--- config.mk ---
export PLATFORM = sky130hd
export DESIGN_NAME = seq_prefetch_ctrl
export DESIGN_NICKNAME = d
export VERILOG_FILES = /design/src/rtl/spc_pkg.sv /design/src/rtl/spc_classify.sv /design/src/rtl/spc_flag.sv /design/src/rtl/seq_prefetch_ctrl.sv
export SDC_FILE = /design/constraint.sdc
export NUM_CORES = 1
export LEC_CHECK = 0
export CAP_MARGIN = 15
export CORE_ASPECT_RATIO = 0.75
export CORE_MARGIN = 4
export CORE_UTILIZATION = 40
export CTS_CLUSTER_SIZE = 24
export DETAILED_ROUTE_END_ITERATION = 8
export DONT_BUFFER_PORTS = 1
export PLACE_DENSITY = 0.55
export SLEW_MARGIN = 20
export SYNTH_ARGS = -nofsm -noshare
export SYNTH_HDL_FRONTEND = slang
export SYNTH_SLANG_ARGS = --single-unit
--- constraint.sdc ---
create_clock -name clk -period 5.77 [get_ports clk]
set_clock_uncertainty 0.15 [all_clocks]
set_input_delay 1.731 -clock clk [delete_from_list [all_inputs] [get_ports clk]]
set_output_delay 1.731 -clock clk [all_outputs]
set_load 0.02 [all_outputs]
--- src/rtl/spc_pkg.sv ---
package spc_pkg;

    localparam int HALF_BYTES = 16;
    localparam int FULL_BYTES = 32;
    localparam int LEN_W      = 6;

    typedef enum logic [2:0] {
        CYC_MEM_RD = 3'd0,
        CYC_MEM_WR = 3'd1,
        CYC_IO_RD  = 3'd2,
        CYC_IO_WR  = 3'd3,
        CYC_INTA   = 3'd4,
        CYC_CFG    = 3'd5,
        CYC_OWNER  = 3'd6,
        CYC_RSVD   = 3'd7
    } cyc_kind_e;

    typedef struct packed {
        logic hit;
        logic seq;
        logic same;
        logic ooo;
        logic miss;
    } req_class_t;

    function automatic logic [LEN_W-1:0] span_to_boundary(logic [4:0] low, logic full);
        if (full)
            return LEN_W'(FULL_BYTES - int'(low));
        else
            return LEN_W'(HALF_BYTES - int'(low[3:0]));
    endfunction

    function automatic logic is_write_cycle(logic [2:0] kind);
        return (kind == CYC_MEM_WR) || (kind == CYC_IO_WR);
    endfunction

endpackage

--- src/rtl/spc_classify.sv ---
module spc_classify
    import spc_pkg::*;
#(
    parameter int AW = 32
) (
    input  logic [AW-1:0]    req_addr,
    input  logic             buf_valid,
    input  logic [AW-1:0]    win_base,
    input  logic [AW-1:0]    win_end,
    input  logic [AW-1:0]    last_addr,
    input  logic             pend,
    input  logic             drop,
    input  logic [AW-1:0]    pend_addr,
    input  logic [LEN_W-1:0] pend_len,
    output req_class_t       cls
);
    localparam int PAD = AW - LEN_W;

    logic          in_buf;
    logic          in_flight;
    logic [AW-1:0] flight_end;

    assign flight_end = pend_addr + {{PAD{1'b0}}, pend_len};
    assign in_buf     = buf_valid && (req_addr >= win_base) && (req_addr < win_end);
    assign in_flight  = pend && !drop && (req_addr >= pend_addr) && (req_addr < flight_end);

    always_comb begin
        cls.hit  = in_buf;
        cls.seq  = in_buf && (req_addr == last_addr + AW'(4));
        cls.same = in_buf && (req_addr == last_addr);
        cls.ooo  = in_buf && !cls.seq && !cls.same;
        cls.miss = buf_valid && !in_buf && !in_flight;
    end
endmodule

--- src/rtl/spc_flag.sv ---
module spc_flag (
    input  logic clk,
    input  logic rst,
    input  logic new_read,
    input  logic ooo_evt,
    input  logic miss_evt,
    input  logic seq_evt,
    input  logic burst_hint,
    input  logic first_pending,
    output logic seq_flag,
    output logic flag_nxt,
    output logic extend_evt,
    output logic hit_set_evt
);
    logic burst_q;
    logic burst_fall;

    assign burst_fall = burst_q && !burst_hint;

    always_comb begin
        flag_nxt    = seq_flag;
        extend_evt  = 1'b0;
        hit_set_evt = 1'b0;
        if (new_read) begin
            flag_nxt = 1'b0;
        end else if (ooo_evt || miss_evt || burst_fall) begin
            flag_nxt = 1'b0;
        end else if (burst_hint && first_pending) begin
            flag_nxt   = 1'b1;
            extend_evt = 1'b1;
        end else if (seq_evt && !seq_flag) begin
            flag_nxt    = 1'b1;
            hit_set_evt = 1'b1;
        end
    end

    always_ff @(posedge clk) begin
        if (rst) begin
            seq_flag <= 1'b0;
            burst_q  <= 1'b0;
        end else begin
            seq_flag <= flag_nxt;
            burst_q  <= burst_hint;
        end
    end
endmodule

--- src/rtl/seq_prefetch_ctrl.sv ---
module seq_prefetch_ctrl
    import spc_pkg::*;
#(
    parameter int AW = 32
) (
    input  logic             clk,
    input  logic             rst,
    input  logic             req_valid,
    input  logic [AW-1:0]    req_addr,
    output logic             req_hit,
    input  logic             burst_hint,
    input  logic             line_free,
    input  logic             cyc_valid,
    input  logic [2:0]       cyc_kind,
    output logic             fetch_req,
    output logic [AW-1:0]    fetch_addr,
    output logic [LEN_W-1:0] fetch_len,
    input  logic             fetch_ack,
    output logic             seq_flag
);
    localparam int PAD = AW - LEN_W;

    logic             buf_valid, pend, pend_full, first_q, drop, want_line, free_q;
    logic [AW-1:0]    win_base, win_end, last_addr, pend_addr;
    logic [LEN_W-1:0] pend_len;
    req_class_t       cls;

    logic inval_now, act, new_read, seq_evt, ooo_evt, miss_evt, issue;
    logic flag_nxt, extend_evt, hit_set_evt, first_pending;

    assign pend_len      = span_to_boundary(pend_addr[4:0], pend_full);
    assign inval_now     = cyc_valid && is_write_cycle(cyc_kind);
    assign act           = req_valid && !inval_now;
    assign new_read      = act && !buf_valid && !pend;
    assign seq_evt       = act && cls.seq;
    assign ooo_evt       = act && cls.ooo;
    assign miss_evt      = act && cls.miss;
    assign first_pending = pend && first_q && !drop;
    assign issue         = !pend && buf_valid && !miss_evt && !inval_now && (free_q || want_line);

    spc_classify #(.AW(AW)) u_classify (
        .req_addr (req_addr),
        .buf_valid(buf_valid),
        .win_base (win_base),
        .win_end  (win_end),
        .last_addr(last_addr),
        .pend     (pend),
        .drop     (drop),
        .pend_addr(pend_addr),
        .pend_len (pend_len),
        .cls      (cls)
    );

    spc_flag u_flag (
        .clk          (clk),
        .rst          (rst),
        .new_read     (new_read),
        .ooo_evt      (ooo_evt),
        .miss_evt     (miss_evt),
        .seq_evt      (seq_evt),
        .burst_hint   (burst_hint),
        .first_pending(first_pending),
        .seq_flag     (seq_flag),
        .flag_nxt     (flag_nxt),
        .extend_evt   (extend_evt),
        .hit_set_evt  (hit_set_evt)
    );

    always_ff @(posedge clk) begin
        if (rst) begin
            buf_valid <= 1'b0;
            pend      <= 1'b0;
            pend_full <= 1'b0;
            first_q   <= 1'b0;
            drop      <= 1'b0;
            want_line <= 1'b0;
            free_q    <= 1'b0;
            win_base  <= '0;
            win_end   <= '0;
            last_addr <= '0;
            pend_addr <= '0;
        end else begin
            if (hit_set_evt)
                want_line <= 1'b1;
            if (act && (cls.seq || cls.ooo))
                last_addr <= req_addr;
            if (inval_now || miss_evt) begin
                buf_valid <= 1'b0;
                want_line <= 1'b0;
                free_q    <= 1'b0;
                if (pend)
                    drop <= 1'b1;
            end
            if (new_read) begin
                pend      <= 1'b1;
                pend_addr <= req_addr;
                pend_full <= 1'b0;
                first_q   <= 1'b1;
                drop      <= 1'b0;
                win_base  <= req_addr;
                win_end   <= req_addr;
                last_addr <= req_addr;
                want_line <= 1'b0;
                free_q    <= 1'b0;
            end else if (issue) begin
                pend      <= 1'b1;
                pend_addr <= win_end;
                pend_full <= flag_nxt;
                first_q   <= 1'b0;
                want_line <= 1'b0;
                free_q    <= 1'b0;
            end
            if (pend && fetch_ack) begin
                pend    <= 1'b0;
                first_q <= 1'b0;
                drop    <= 1'b0;
                if (!drop && !inval_now && !miss_evt) begin
                    buf_valid <= 1'b1;
                    win_end   <= pend_addr + {{PAD{1'b0}}, pend_len};
                end
            end
            if (extend_evt)
                pend_full <= 1'b1;
            if (line_free)
                free_q <= 1'b1;
        end
    end

    assign req_hit    = req_valid && cls.hit;
    assign fetch_req  = pend;
    assign fetch_addr = pend_addr;
    assign fetch_len  = pend_len;
endmodule

==> metrics.md, run 1 <==
| Metric | Value |
|---|---|
| F_max | 0.1775 GHz |
| Max FO, Critical Path | 7 |
| Number of synthesized flops with an enable pin | 0 |
| Final period util | between 90% and 100% |
| Area delta synth->final | 10.91% |
| # IOs | just over 80 |
| Sequential share of power | around 36% |
| Synth Cell Area | just over 10000 um^2 |
| Crit path launch | req_addr[1] |
| Core area | 24900 um^2 |
| Sw Ratio | 35.48% |
| Max-Cap Viols | 0 |
| HP Class | flip-flop to flip-flop |
| Routed len/inst | 18.97 um |
| Final min period | 5.634 ns |
| Syn_nets | about 1400 |
| Max-slew violation count | 0 |
| DIE AREA | 27910 um^2 |
| Vias in the first global route | ~8400 |
| ANT nets after route | 0 |
| Critical path endpoint category | output pin |
| RSZ-0062 raised after global routing | false |
| Pint | 2.042 mW |
| Hold Buf Count CTS | 0 |
| Critical path required time | 3.89 ns |
| Worst reg2reg startpoint | fetch_addr[0]$_SDFFE_PP0P_ |
| Pleak | 4.351 nW |
| P_sw | between 1 and 1.5 mW |
| Hold Vio Cnt, Final | 0 |
| Port Buffer Count | 0 |
| Unique cell type count in the Yosys netlist | 63 |
| GR peak layer | met1 |
| DP HPWL | ~24 mm |
| CTS max path bufs | 2 |
| CTS tree | yes |
| Critical hold path startpoint | win_base[3]$_SDFFE_PP0P_ |
| Seq cells post-synth | 137 |
| Power Total | 3.165 mW |
| Share of cells above drive strength 1 | 7.808% |
| Die Span Y | 145.7 um |
| Vias/cell | ~5.6 |
| Initial antenna violation count | 0 |
| DRC violations left | 0 |
| CTS Buf Count | 17 |
| Worst VDD drop | 0.2007 mV |
| Routability congestion estimate | 0.9064 |
| Starting Density | 40.61% |
| Gr ovfl total | 0 |
| Placed cells | 1572 |
| Crit Path Class | primary input to output pin |
| CP startpoint kind | primary input |
| Setup tns final | 0 ns |
| Ant. Diodes | 0 |
| Vias | 8950 |
| Clock share of power | 34.9% |
| # setup viols final | 0 |
| Clk root buf | clkbuf_16 |
| Grt met2 use | 30.03% |
| Post-synthesis cell count | 1244 |
| P per Cell Area | 282.2 nW/um^2 |
| 1st-iter DRT viols | 608 |
| Die Wd | 191.6 um |
| Met1 Use GR | between 30% and 40% |
| H-tree levels | 4 |
| Slew headroom | between 40 and 50% |
| Yosys warning total | 0 |
| Register area share after synthesis | 27.12% |
| Final net count | 1429 |
| Worst slew pin tran | 0.8243 ns |
| Largest net degree at the start of global routing | roughly 140 |
| Grt met3 use | 4.892% |
| CP arrival | 3.75 ns |
| CTS clk-pin slew, worst paths | approximately 0.07 ns |
| First drt pass iteration count | 5 |
| Combinational fraction of design power | ~30% |
| Total wire length | 30.47 mm |
| Row Count | 50 |
| Post-route insts no fill | 1606 |
| Final hold slack | roughly 0.30 ns |
| CTS sink cnt | about 140 |
| Final Util | 45.05% |
| GRT Resource Usage Total | about 22% |
| Prevailing post-synth register cell | dfxtp_1 |
| FFs w/ async S/R, synth | 0% |
| Clk_lat worst skew | between 0.4 and 0.5 ns |
| Post-Syn Area per Cell | about 8 um^2 |
| First-pass GRT wire length | 47.86 mm |
| Status | finished, final reports clean |
flip-flops by register name, indices dropped and copies added (netlist names):
name,cells
first_q,1
last_addr,32
fetch_req,1
win_end,32
want_line,1
win_base,32
pend_full,1
u_flag.seq_flag,1
fetch_addr,32
buf_valid,1
u_flag.burst_q,1
drop,1
free_q,1
cells in the mapped netlist, drive strengths merged (11+ instances only):
library cell  instances  area share (%)
and4                 11            0.95
clkbuf               33             1.2
o21ai                49             2.4
xor2                 19             1.6
mux2i                35             3.5
nand2               110             4.1
a21o                 14             1.0
buf                  20             1.9
nand4                39             2.4
a21oi                76             3.8
nor4                 16            0.99
nor3                 26             1.3
xnor2                60             5.2
ha                  132              16
inv                 108             4.0
a211oi               68             5.0
nand3                38             1.9
nor2                 92             3.4
dfxtp               137              27
nor2b                39             2.4
worst paths after layout:
check                        endpoint  slack [ns]  depth (start not counted)
max                           req_hit        0.14                          7
min          win_base[3]$_SDFFE_PP0P_        0.30                          2
max reg2reg     win_end[3]$_SDFF_PP0_        0.41                         22
min reg2reg  win_base[3]$_SDFFE_PP0P_        0.30                          2
power groups by stage:
stage	Combinational, mW	Clock, mW	Sequential (mW)
final	0.929	1.11	1.13
after detailed placement	0.916	0	1.15
after CTS	0.924	1.12	1.13
after floorplan	0.681	0	1.15
after global routing	1.05	1.16	1.14
after global placement	0.904	0	1.15
metrics by stage:
step / setup WS [ns] / instance area [um^2]
6_report: 0.1362 / 11220
2_1_floorplan: 0.2030 / 10110
3_3_place_gp: 0.07873 / 10590
3_5_place_dp: 0.03504 / 10590
4_1_cts: 0.03827 / 11170
5_1_grt: 0.009137 / 11220
critical path, stage by stage:
cell and delay [ns]:
ha_1 0.27, a2111o_1 0.41, a311oi_2 0.33, o22ai_1 0.12, or3_4 0.40, nor3b_1 0.29
buf_4 0.20
repair_timing:
action,CTS,global route
hold endpoints to repair,0,0
setup endpoints to repair,0,47
setup buffers,0,2
gates resized for setup,0,7
final cells by class:
cell class	instances	area, um^2
clock buffer	18	439.2
clock inverter	14	140.1
fill	2595	13680
inverter	108	405.4
multi-input combinational	943	6668
sequential	137	2743
tap	338	422.9
timing repair buffer	48	397.9
cells by family after synthesis:
group | count (synthesis) | synth area share [%]
DFF | 137 | 27.12
adders and majority gates | 132 | 16.33
muxes | 35 | 3.465
xor gates and xnor gates | 79 | 6.842
and+or+nand+nor | 419 | 20.79
AOI/OAI and AO/OA | 278 | 18.09
buffers and inverters | 164 | 7.362
routing by layer:
metal / share of wire, % / vias up
met5: 0 / -
met4: 1.2 / 0
met3: 6.3 / 32
met2: 40 / 235
met1: 52 / 4175
li1: - / 4508
layout by cell type, fill, tap and decap left out, drive strengths merged, types with 7 or more instances in the layout:
cell	netlist	layout
nor2b	39	39
nand2	110	110
nor2	92	92
nand3	38	38
o21ai	49	49
clkbuf	33	18
nor4	16	16
nand4	39	39
a21o	14	14
ha	132	132
xnor2	60	60
nor3	26	26
nand2b	10	10
dfxtp	137	137
a211oi	68	68
and3	8	8
a2111oi	9	9
and4	11	11
a21boi	7	7
buf	20	48
mux2i	35	35
o21a	7	7
xor2	19	19
inv	108	114
a21oi	76	76
No activity file was read; power rests on OpenSTA's default activity.
==> run 2, diff against run 1 <==
Settings changed: CORE_UTILIZATION 40 to 65, CTS_CLUSTER_DIAMETER set to 40, PLACE_DENSITY 0.55 to 0.82, TNS_END_PERCENT set to 20.
==> run 2 against run 1 <==
Net effect:
- final cell count down 9.3%
- sequential power about the same
- worst setup slack better by 0.015 ns
- non-clock buffer count down 15
- design area down 2.7%
- global-route usage up 11 points
- maximum frequency up 0.27%
- core utilization up 27 points
- highest routed layer unchanged
- largest cell class unchanged
- first-iteration DRC count up 55%
==> metrics.md, run 2 (synthesis gave the netlist of run 1 again) <==
| Metric | Value |
|---|---|
| 1st-iter DRT viols | 940 |
| Starting Density | 66.42% |
| Worst VDD drop | 0.2182 mV |
| Max-slew violation count | 0 |
| Pleak | 4.278 nW |
| Initial antenna violation count | 0 |
| # IOs | 83 |
| Commonest non-fill, non-tap cell in the layout | dfxtp_1 |
| Ant. Diodes | 0 |
| CTS tree | yes |
| DIE AREA | 17640 um^2 |
| Worst path buffer plus inverter count | 1 |
| Most frequent cells in the layout | dfxtp_1 (137), ha_1 (132), nand2_1 (109) |
| P per Cell Area | 284.3 nW/um^2 |
| Hold depth | 2 |
| Final min period | 5.618 ns |
| Worst slew pin tran | between 0.8 and 0.9 ns |
| Crit path max-delay family | compound AO/OA/AOI/OAI gates |
| Status | finished, final reports clean |
| First-pass GRT wire length | 45.77 mm |
| Vias | 9313 |
| Hold Vio Cnt, Final | 0 |
| Share of cells above drive strength 1 | 6.390% |
| GRT Resource Usage Total | about a third |
| Final period util | between 90% and 100% |
| Die Span Y | 116.0 um |
| Critical path depth | 8 |
| Max-Cap Viols | 0 |
| CP cell instances | ha_1 > a21o_1 > a21o_1 > a2111oi_1 > nor3_1 > or3_4 > nor3b_1 > buf_4 |
| Slowest Stage Delay on Critical Path | 0.49 ns |
| CTS Buf Count | 17 |
| CP max stage cell | a2111oi_1 |
| Vias in the first global route | a little under 9000 |
| Slew headroom | 43.39% |
| CP startpoint kind | primary input |
| Total wire length | 28.87 mm |
| Largest net degree at the start of global routing | 136 |
| Worst R2R Path Depth | 23 |
| DP HPWL | roughly 22 mm |
| Critical path required time | 3.89 ns |
| Clk_lat worst skew | 0.43 ns |
| Pre-CTS setup slack | 0.1426 ns |
| F_max | 0.1780 GHz |
| First drt pass iteration count | 5 |
| Core area | 15220 um^2 |
| Row Count | 39 |
| Die Wd | 152.0 um |
| H-tree levels | 4 |
| CTS max path bufs | 2 |
| Vias/cell | 6.392 |
| Worst setup margin | 0.1516 ns |
| Area delta synth->final | 7.906% |
| Filler instances | 1254 |
| Setup tns final | 0 ns |
| Max FO, Critical Path | 10 |
| ANT nets after route | 0 |
| Gr ovfl total | 0 |
| # setup viols final | 0 |
| Routed len/inst | 19.81 um |
| HP Class | flip-flop to flip-flop |
| Port Buffer Count | 0 |
| Hold Buf Count CTS | 0 |
| CTS clk-pin slew, worst paths | around 0.060 ns |
| CTS sink cnt | between 100 and 150 |
| Final net count | 1414 |
| CP arrival | about 3.7 ns |
| Critical path endpoint category | output pin |
| Worst path most repeated cell | a21o_1 |
| Routability congestion estimate | just over 1 |
| DRC violations left | 0 |
| Clk root buf | clkbuf_16 |
| Crit Path Class | primary input to output pin |
run 2: changes by cell type in the layout (fill, tap and decap cells not counted), sizes merged:
cell	delta
clkbuf	+5
inv	-6
clkinv	-1
buf	-15
clkinvlp	+1
run 2: tightest hold or removal path, stage by stage, from the launching register on:
cell,delay (ns)
dfxtp_1,0.30
nand2_1,0.05
a21oi_1,0.05
run 2: power breakdown:
group          internal, mW  leakage, nW  switching [mW]  total [mW]
sequential             1.04         1.13           0.102        1.14
combinational         0.375         2.88           0.542       0.917
clock                 0.631        0.275           0.410        1.04
run 2: timing repair:
action,CTS,global route
buffers inserted,0,5
resized for setup,0,7
setup endpoints to repair,0,66
run 2: stage by stage:
stage	total power, mW	util (%)	hold slack [ns]	area (um^2)	cells
finish	3.102	71.67	0.3019	10910	1457
global route	3.269	71.67	0.3212	10910	1457
CTS	3.081	71.15	0.2992	10830	1452
detailed placement	2.040	67.49	0.2915	10270	1421
global placement	2.006	67.49	0.2873	10270	1421
floorplan	1.831	-	0.2863	10110	1244
run 2: worst paths after layout:
path | start | to | slack (ns)
hold / removal | win_base[15]$_SDFFE_PP0P_ | win_base[15]$_SDFFE_PP0P_ | 0.30
setup / recovery | req_addr[21] | req_hit | 0.15
setup reg to reg | fetch_addr[0]$_SDFFE_PP0P_ | win_end[26]$_SDFF_PP0_ | 0.35
hold reg to reg | win_base[15]$_SDFFE_PP0P_ | win_base[15]$_SDFFE_PP0P_ | 0.30
run 2: final cells by class:
cell class / instances / area (um^2) / area share (%)
clock inverters: 8 / 70.07 / 0.6421
well taps: 205 / 256.5 / 2.351
clock buffers: 23 / 488.0 / 4.472
flip-flops and latches: 137 / 2743 / 25.13
inverters: 108 / 405.4 / 3.715
multi-input cells: 943 / 6676 / 61.19
repair buffers: 33 / 272.8 / 2.500
run 2: metal layers:
layer,track usage [%],part of all wire [%],vias to the layer above
li1,-,-,4472
met1,44.59,45,4329
met2,48.96,42,452
met3,8.063,10,60
met4,13.17,2.7,0
met5,0,0,-
